$ cat config.mk
export PLATFORM = sky130hd
export DESIGN_NAME = nv_store_handshake
export DESIGN_NICKNAME = d
export VERILOG_FILES = /design/src/rtl/nvsh_pkg.sv /design/src/rtl/nvsh_datapath.sv /design/src/rtl/nvsh_control.sv /design/src/rtl/nv_store_handshake.sv
export SDC_FILE = /design/constraint.sdc
export NUM_CORES = 1
export LEC_CHECK = 0
export ABC_AREA = 1
export CAP_MARGIN = 20
export CORE_MARGIN = 2
export CORE_UTILIZATION = 50
export CTS_CLUSTER_SIZE = 25
export DETAILED_ROUTE_END_ITERATION = 12
export GPL_TIMING_DRIVEN = 0
export PLACE_DENSITY = 0.69
export SYNTH_ARGS = -nofsm -noshare
export SYNTH_HDL_FRONTEND = slang
export SYNTH_SLANG_ARGS = --single-unit
$ cat constraint.sdc
create_clock -name clk -period 1.9 [get_ports clk]
set_clock_uncertainty 0.1 [all_clocks]
set_input_delay 0.57 -clock clk [delete_from_list [all_inputs] [get_ports clk]]
set_output_delay 0.57 -clock clk [all_outputs]
set_load 0.1 [all_outputs]
$ cat src/rtl/nvsh_pkg.sv
package nvsh_pkg;

  typedef enum logic [2:0] {
    ST_WAITPG,
    ST_RECALL,
    ST_IDLE,
    ST_DRAIN,
    ST_STORE
  } stateT;

  // Strobes from control to datapath
  typedef struct packed {
    logic clrCnt;    // restart the shared phase counter
    logic clrDirty;  // a store or recall has finished
    logic takeReq;   // the pending line request is consumed
  } ctlStrobeT;

endpackage

$ cat src/rtl/nvsh_datapath.sv
module nvsh_datapath
  import nvsh_pkg::*;
#(
  parameter int MIN_LOW = 4,
  parameter int CNT_W   = 16
) (
  input  logic             clk,
  input  logic             rstN,
  input  logic             lineIn,
  input  logic             accReq,
  input  logic             accWrite,
  input  logic             accInhibit,
  input  logic             pullDown,
  input  ctlStrobeT        strobe,
  output logic             extReq,
  output logic             dirtyNow,
  output logic [CNT_W-1:0] cnt
);

  localparam int LOW_W = (MIN_LOW > 1) ? $clog2(MIN_LOW) : 1;
  localparam logic [LOW_W-1:0] LOW_LAST = LOW_W'(MIN_LOW - 1);

  logic [1:0]       syncQ;
  logic             lineS;
  logic             armed;
  logic [LOW_W-1:0] lowCnt;
  logic             dirty;
  logic             wrDone;

  // Two-flop synchroniser, idles at the released level
  always_ff @(posedge clk or negedge rstN) begin
    if (!rstN) syncQ <= 2'b11;
    else       syncQ <= {syncQ[0], lineIn};
  end
  assign lineS = syncQ[1];

  // Armed only after the line is seen released while not self-driving
  always_ff @(posedge clk or negedge rstN) begin
    if (!rstN)                          armed <= 1'b0;
    else if (pullDown || strobe.takeReq) armed <= 1'b0;
    else if (lineS)                     armed <= 1'b1;
  end

  // Minimum low width filter
  always_ff @(posedge clk or negedge rstN) begin
    if (!rstN)                  lowCnt <= '0;
    else if (lineS || !armed)   lowCnt <= '0;
    else if (lowCnt != LOW_LAST) lowCnt <= lowCnt + 1'b1;
  end
  assign extReq = armed && !lineS && (lowCnt == LOW_LAST);

  // Dirty latch
  assign wrDone = accReq && accWrite && !accInhibit;
  always_ff @(posedge clk or negedge rstN) begin
    if (!rstN)                dirty <= 1'b0;
    else if (strobe.clrDirty) dirty <= 1'b0;
    else if (wrDone)          dirty <= 1'b1;
  end
  assign dirtyNow = dirty || wrDone;

  // Shared saturating phase counter
  always_ff @(posedge clk or negedge rstN) begin
    if (!rstN)              cnt <= '0;
    else if (strobe.clrCnt) cnt <= '0;
    else if (cnt != '1)     cnt <= cnt + 1'b1;
  end


  write_sets_latch_chk: assert property (@(posedge clk) disable iff (!rstN)
    (wrDone && !strobe.clrDirty) |=> dirty);


  inhibit_blocks_write_chk: assert property (@(posedge clk) disable iff (!rstN)
    (accInhibit && !strobe.clrDirty) |=> $stable(dirty));


  own_drive_masked_chk: assert property (@(posedge clk) disable iff (!rstN)
    pullDown |=> !extReq);

endmodule

$ cat src/rtl/nvsh_control.sv
module nvsh_control
  import nvsh_pkg::*;
#(
  parameter int DELAY_CLKS  = 3,
  parameter int STORE_CLKS  = 800000,
  parameter int RECALL_CLKS = 20000,
  parameter int CNT_W       = 20
) (
  input  logic             clk,
  input  logic             rstN,
  input  logic             powerGood,
  input  logic             engineDone,
  input  logic             extReq,
  input  logic             dirtyNow,
  input  logic [CNT_W-1:0] cnt,
  output ctlStrobeT        strobe,
  output logic             pullDown,
  output logic             accInhibit,
  output logic             storeStart,
  output logic             recallStart
);

  localparam logic [CNT_W-1:0] DELAY_LAST  = CNT_W'(DELAY_CLKS - 1);
  localparam logic [CNT_W-1:0] STORE_LAST  = CNT_W'(STORE_CLKS - 1);
  localparam logic [CNT_W-1:0] RECALL_LAST = CNT_W'(RECALL_CLKS - 1);

  stateT state, stateNext;
  logic  trigger;

  assign trigger = extReq || !powerGood;

  always_comb begin
    stateNext = state;
    strobe    = '0;
    unique case (state)
      ST_WAITPG: if (powerGood) begin
        stateNext     = ST_RECALL;
        strobe.clrCnt = 1'b1;
      end
      ST_RECALL: if (cnt == RECALL_LAST) begin
        stateNext       = ST_IDLE;
        strobe.clrCnt   = 1'b1;
        strobe.clrDirty = 1'b1;
      end
      ST_IDLE: begin
        strobe.takeReq = extReq;
        if (trigger && dirtyNow) begin
          stateNext     = ST_DRAIN;
          strobe.clrCnt = 1'b1;
        end
      end
      ST_DRAIN: if (cnt == DELAY_LAST) begin
        stateNext     = ST_STORE;
        strobe.clrCnt = 1'b1;
      end
      ST_STORE: if (engineDone || cnt == STORE_LAST) begin
        stateNext       = ST_IDLE;
        strobe.clrCnt   = 1'b1;
        strobe.clrDirty = 1'b1;
      end
      default: stateNext = ST_WAITPG;
    endcase
  end

  always_ff @(posedge clk or negedge rstN) begin
    if (!rstN) state <= ST_WAITPG;
    else       state <= stateNext;
  end

  assign pullDown    = (state == ST_WAITPG) || (state == ST_RECALL) || (state == ST_STORE);
  assign accInhibit  = (state != ST_IDLE);
  assign storeStart  = (state == ST_STORE) && (cnt == '0);
  assign recallStart = (state == ST_RECALL) && (cnt == '0);


  clean_no_drive_chk: assert property (@(posedge clk) disable iff (!rstN)
    (state == ST_IDLE && extReq && !dirtyNow) |=> !pullDown);


  dirty_req_inhibits_chk: assert property (@(posedge clk) disable iff (!rstN)
    (state == ST_IDLE && trigger && dirtyNow) |=> accInhibit);


  done_releases_chk: assert property (@(posedge clk) disable iff (!rstN)
    (state == ST_STORE && engineDone) |=> (!pullDown && !accInhibit));


  recall_one_pulse_chk: assert property (@(posedge clk) disable iff (!rstN)
    recallStart |=> !recallStart);


  store_one_pulse_chk: assert property (@(posedge clk) disable iff (!rstN)
    storeStart |=> (!storeStart && pullDown));

endmodule

$ cat src/rtl/nv_store_handshake.sv
module nv_store_handshake
  import nvsh_pkg::*;
#(
  parameter int MIN_LOW     = 4,
  parameter int DELAY_CLKS  = 3,
  parameter int STORE_CLKS  = 800000,
  parameter int RECALL_CLKS = 20000
) (
  input  logic clk,
  input  logic rstN,
  input  logic lineIn,
  input  logic accReq,
  input  logic accWrite,
  input  logic powerGood,
  input  logic engineDone,
  output logic pullDown,
  output logic storeStart,
  output logic recallStart,
  output logic accInhibit
);

  localparam int MAX_A    = (STORE_CLKS > RECALL_CLKS) ? STORE_CLKS : RECALL_CLKS;
  localparam int MAX_CLKS = (MAX_A > DELAY_CLKS) ? MAX_A : DELAY_CLKS;
  localparam int CNT_W    = $clog2(MAX_CLKS + 1);

  ctlStrobeT        strobe;
  logic             extReq;
  logic             dirtyNow;
  logic [CNT_W-1:0] cnt;

  nvsh_datapath #(
    .MIN_LOW (MIN_LOW),
    .CNT_W   (CNT_W)
  ) i_datapath (
    .clk        (clk),
    .rstN       (rstN),
    .lineIn     (lineIn),
    .accReq     (accReq),
    .accWrite   (accWrite),
    .accInhibit (accInhibit),
    .pullDown   (pullDown),
    .strobe     (strobe),
    .extReq     (extReq),
    .dirtyNow   (dirtyNow),
    .cnt        (cnt)
  );

  nvsh_control #(
    .DELAY_CLKS  (DELAY_CLKS),
    .STORE_CLKS  (STORE_CLKS),
    .RECALL_CLKS (RECALL_CLKS),
    .CNT_W       (CNT_W)
  ) i_control (
    .clk         (clk),
    .rstN        (rstN),
    .powerGood   (powerGood),
    .engineDone  (engineDone),
    .extReq      (extReq),
    .dirtyNow    (dirtyNow),
    .cnt         (cnt),
    .strobe      (strobe),
    .pullDown    (pullDown),
    .accInhibit  (accInhibit),
    .storeStart  (storeStart),
    .recallStart (recallStart)
  );

endmodule

* Word-level counts from Yosys, hierarchy flattened
Index checks and enable logic that the tools add are counted.
Word-level totals: flip-flop bits (word level) 29, input port bits 7
Cells by class: add/sub/neg operators 2, eq/ne operators 16, mux-type cells 22, reductions and logical operators 25
Operators by type and width (count):
- 20-bit two-way mux | 2
- 20-bit by 1-bit adder with 20-bit output (second input constant) | 1
- 20-bit by 15-bit equality test with 1-bit output (second input constant) | 1
- 20-bit by 2-bit equality test with 1-bit output (second input constant) | 1
- 20-bit equality test (second input constant) | 1
- 20-bit logical NOT | 1
- 20-bit != test (second input constant) | 1
- 3-bit two-way mux | 5
- 3-bit case mux with 5 select lines | 1
- 1-bit two-way mux | 8
- 2-bit two-way mux | 4
- 2-bit by 1-bit != test with 1-bit output (second input constant) | 4
- 2-bit nonzero test | 4
- 1-bit logical AND | 7
- 1-bit logical OR | 7
- 3-bit by 2-bit equality test with 1-bit output (second input constant) | 2
- 1-bit case mux with 5 select lines | 1
- 5-bit AND reduction | 1
- 1-bit logical NOT | 4
- 2-bit != test (second input constant) | 2
- 3-bit by 1-bit equality test with 1-bit output (second input constant) | 1
- 3-bit equality test (second input constant) | 1
- 3-bit logical NOT | 1
- 3-bit by 2-bit != test with 1-bit output (second input constant) | 1
- other kinds (3) | 3

* Logic depth before layout (Yosys ltp)
word-level depth 8, mapped depth 11

* Hierarchy
A second synthesis with hierarchy kept.
Second synthesis, totals: cell total of the unflattened synthesis 303, area total of the unflattened synthesis 2001.9 sq um
Modules (own cells, without submodules):
- nvsh_datapath | times used 1, cells each 197, area an instance 1461.4 sq um, sequential area each 653.1 sq um
- nvsh_control | times used 1, cells each 106, area an instance 540.5 sq um, sequential area each 75.1 sq um

* Worst setup path after synthesis
No wires, ideal clock.
path type register to output, start point register i_datapath.cnt[0], end point output port recallStart, arrival time 3.674 ns, slack -2.444 ns, cell stages (with the launch flop) 7, path buffers 0, cells stage by stage dfrtp_1 inv_1 ha_1 nand2_1 nor2_1 nand3_1 nor4_1
Between the ends: word-level cells in the longest chain between the ends 2
Ends and longest elaborated chain:
- from (decl) | line nvsh_datapath.sv:17 | output logic [CNT_W-1:0] cnt
- from (signal assigned) | line nvsh_datapath.sv:65 | else if (cnt != '1) cnt <= cnt + 1'b1;
- 20-bit logical NOT | line nvsh_control.sv:73 | assign recallStart = (state == ST_RECALL) && (cnt == '0);
- 1-bit logical AND | line nvsh_control.sv:73
- to (decl) | line nv_store_handshake.sv:18 | output logic recallStart,
No other way between the ends.

* Worst setup path after layout
start point register i_datapath.cnt[2], end point output port recallStart
The elaborated chain is that of the path after synthesis.

==> qor.log <==
INFO  sta            setup_total_negative_slack=-1.70ns
INFO  floorplanning  io_pins=11
INFO  synthesis      synth_seq_cells=29
INFO  floorplanning  die_extent_in_x=67.2um
INFO  pwr            power.share.combinational=0.611
INFO  synthesis      seq_area_frac_synth=0.364
INFO  floorplanning  floorplan.die_area=4520um2
INFO  job            drv_cap=0
INFO  run_status     violations=negative setup slack
INFO  synthesis      largest_family_of_logic_cells_by_synthesized_area=simple AND/OR/NAND/NOR gates
INFO  placed_design  hpwl=3.49mm
INFO  finish         n_fill_cell=213
INFO  global_routing first_global_vias=2007
INFO  clock_network  cts-root-to-sink-buffers=2
INFO  pwr            p_switching=1.79mW
INFO  sta            finalWorstPathRequiredPeriod=2.46ns
INFO  sta            setup_viols_final=18
INFO  synthesis      synth_simple_gate_area_share=0.465
INFO  global_routing grt_antenna_before_repair=0
INFO  hold_path      hp-class=register to register
INFO  global_routing global_route.usage.total=0.279
INFO  finish         area.growth.synth_to_final=55.7%
INFO  critical_path  crit_fanout=5
INFO  synthesis      synthAdderAreaFrac=0.0250
INFO  critical_path  setup.worst_path.start_class=register
INFO  clock_network  cts_hold_buffers=0
INFO  floorplanning  initial_core_util=0.534
INFO  finish         finish.cell_count_without_fillers=408
INFO  pwr            clock_power_share=0.168
INFO  finish         fin_area=3110um2
INFO  synthesis      avgSynthCellArea=6.89um2
INFO  run_status     status=complete, but fails checks
INFO  sta            fmaxAchievable=406MHz
INFO  global_routing overflow=0
INFO  sta            timing.final.crit_share=1.30
INFO  clock_network  numClockSinks=29
INFO  sta            slew-limit-headroom=0.535
INFO  pwr            p_leak=1.43nW
INFO  critical_path  setup.worst_path.class=register to output pin
INFO  pwr            power.internal=2.14mW
INFO  finish         layout-drive-gt1-share=0.461
INFO  clock_network  clkSlewWorstSetupHoldPaths=0.07ns
INFO  finish         final_nets=370
INFO  synthesis      synth_nets=301
INFO  pwr            switching_share=0.456
INFO  placed_design  place_area=2220um2
INFO  route          firstDrtPassIters=5
INFO  floorplanning  fp-row-count=22
INFO  pwr            pwr_density_cell=1260nW/um2
INFO  global_routing grt_start_max_net_pins=19
INFO  finish         mostFrequentLayoutCell=sky130_fd_sc_hd__nand2_1
INFO  route          routed-via-count=2260
INFO  placed_design  portbufs=10
INFO  finish         multi_input_logic_area=1410um2
INFO  sta            final_max_slew_viol_count=0
INFO  critical_path  worst-endpoint-required=1.23ns
INFO  synthesis      post_synth_instance_area=2000um2
INFO  route          drc=0
INFO  floorplanning  die_height=67.2um
INFO  synthesis      synth_async_sr_flop_share=1.00
INFO  synthesis      synth_cells=290
INFO  clock_network  ctsRootBufferMaster=sky130_fd_sc_hd__clkbuf_8
INFO  synthesis      synth_compound_area_frac=0.0420
INFO  clock_network  cts_tree=yes
INFO  synthesis      dominantRegCellSynth=sky130_fd_sc_hd__dfrtp_1
INFO  floorplanning  core_region_area=3740um2
INFO  synthesis      synth_cell_types=25
INFO  clock_network  ctsHtreeMaxLevel=2
INFO  synthesis      yosys.area_share.xor_xnor=0.0131
INFO  route          routed_wire_length_per_instance=16.5um
INFO  finish         diodes=0
INFO  clock_network  cts_inserted_buffers=5
INFO  finish         layout.cells.most_common_list=sky130_fd_sc_hd__nand2_1, sky130_fd_sc_hd__buf_4, sky130_fd_sc_hd__nor2_1
INFO  sta            worstMarginPinSlew=0.695ns
INFO  synthesis      yosysWarnings=0
INFO  pwr            seqPwrFrac=0.221
INFO  placed_design  place_congestion=0.872
INFO  sta            postLayoutSetupSlackWorst=-0.563ns
INFO  synthesis      post_synth_mux_area_share=0
INFO  sta            hold_viol_final=0
INFO  critical_path  crit_arrival=1.79ns
INFO  finish         layout.area.seq=742um2
INFO  route          drt-initial-drc-count=195
INFO  clock_network  clock_latency=0.29ns
INFO  route          route.detailed.vias_per_inst=5.54
INFO  synthesis      synth_enable_flop_cells=0
INFO  route          drt-total-wl=6.75mm
INFO  route          ant_nets=0
INFO  pwr            ir_drop=801uV
INFO  critical_path  critical_path.endpoint_type=output pin
INFO  sta            grt_setup_unrepaired=yes
INFO  placed_design  place.detailed.instances=349
INFO  global_routing wire_length_of_the_first_global_routing_pass=9.20mm
## power groups by stage
stage               Combinational, mW  Sequential [mW]  Clock [mW]
floorplan                        1.05            0.824           0
global placement                 1.30            0.845           0
detailed placement               1.33            0.854           0
CTS                              1.96            0.846       0.661
global route                     2.52            0.881       0.697
finish                           2.40            0.870       0.662
## metrics by stage
stage	hold WS (ns)	util	total power, mW	setup slack, ns
after floorplan	0.174	-	1.87	-0.652
after global placement	0.246	0.586	2.15	-1.10
after detailed placement	0.247	0.593	2.19	-1.14
after CTS	0.257	0.742	3.47	-0.498
after global routing	0.267	0.831	4.10	-0.617
final	0.257	0.831	3.94	-0.563
## cell families (layout without fill, tap and decap cells)
| family | after synthesis | in the layout |
|---|---|---|
| adder cells (fa/ha/maj) | 4 | 4 |
| AND/OR/NAND/NOR | 196 | 196 |
| XOR/XNOR | 3 | 3 |
| AO/OA/AOI/OAI | 16 | 16 |
| buffers and inverters | 42 | 112 |
| flip-flops | 29 | 29 |
## sequential cells by signal, summed over array words and instances, names as in the netlist
name,cells
i_control.state,3
i_datapath.armed,1
i_datapath.cnt,20
i_datapath.dirty,1
i_datapath.lowCnt,2
i_datapath.syncQ,2
## critical path, stage by stage (launching register included)
cell                      delay (ns)
sky130_fd_sc_hd__dfrtp_2        0.46
sky130_fd_sc_hd__nor2_4         0.13
sky130_fd_sc_hd__nand2_2        0.10
sky130_fd_sc_hd__nor2_4         0.15
sky130_fd_sc_hd__nand3_4        0.10
sky130_fd_sc_hd__nor4_4         0.30
sky130_fd_sc_hd__buf_6          0.26
## path summary, 6_finish.rpt
path                                               start                        endpoint  slack, ns  cells after the start
min in group asynchronous                           rstN  i_datapath.cnt[18]$_DFFE_PN0P_       0.60                      1
min reg2reg                i_datapath.syncQ[0]$_DFF_PN1_   i_datapath.syncQ[1]$_DFF_PN1_       0.26                      0
max                        i_datapath.cnt[2]$_DFFE_PN0P_                     recallStart      -0.56                      6
max reg2reg                i_datapath.cnt[1]$_DFFE_PN0P_   i_datapath.cnt[2]$_DFFE_PN0P_      -0.04                     10
max in group asynchronous                           rstN   i_datapath.syncQ[1]$_DFF_PN1_       0.50                      2
min                        i_datapath.syncQ[0]$_DFF_PN1_   i_datapath.syncQ[1]$_DFF_PN1_       0.26                      0
## cell usage after synthesis (all sizes together) (3+ instances only)
| cell | count | share of area |
|---|---|---|
| dfrtp | 27 | 0.34 |
| nand2 | 75 | 0.15 |
| ha | 4 | 0.025 |
| nand3 | 35 | 0.11 |
| a21oi | 5 | 0.013 |
| o21ai | 10 | 0.025 |
| inv | 40 | 0.075 |
| xor2 | 3 | 0.013 |
| nor3 | 7 | 0.018 |
| nor2 | 67 | 0.15 |
| nand4 | 9 | 0.031 |
## timing repair
item | CTS | global route
setup buffers | 36 | 20
resized for setup | 76 | 57
pin swaps | 15 | 27
setup endpoints to repair | 14 | 28
cloned | 1 | 1
## layout make-up
type,count,area share
buffer,2,0.0101
clock buffer,5,0.0221
clock inverter,3,0.0149
inverter,40,0.0499
multi-input combinational,219,0.453
sequential,29,0.238
tap,48,0.0193
timing repair buffer,62,0.193
## per-layer routing
| metal | vias up | global-route usage | part of all wire |
|---|---|---|---|
| met5 | - | 0 | 0 |
| met4 | 0 | 0.0867 | 0.043 |
| met3 | 27 | 0.0633 | 0.070 |
| met2 | 107 | 0.442 | 0.49 |
| met1 | 1066 | 0.380 | 0.40 |
| li1 | 1060 | - | - |
(Power assumes the default switching activity.)
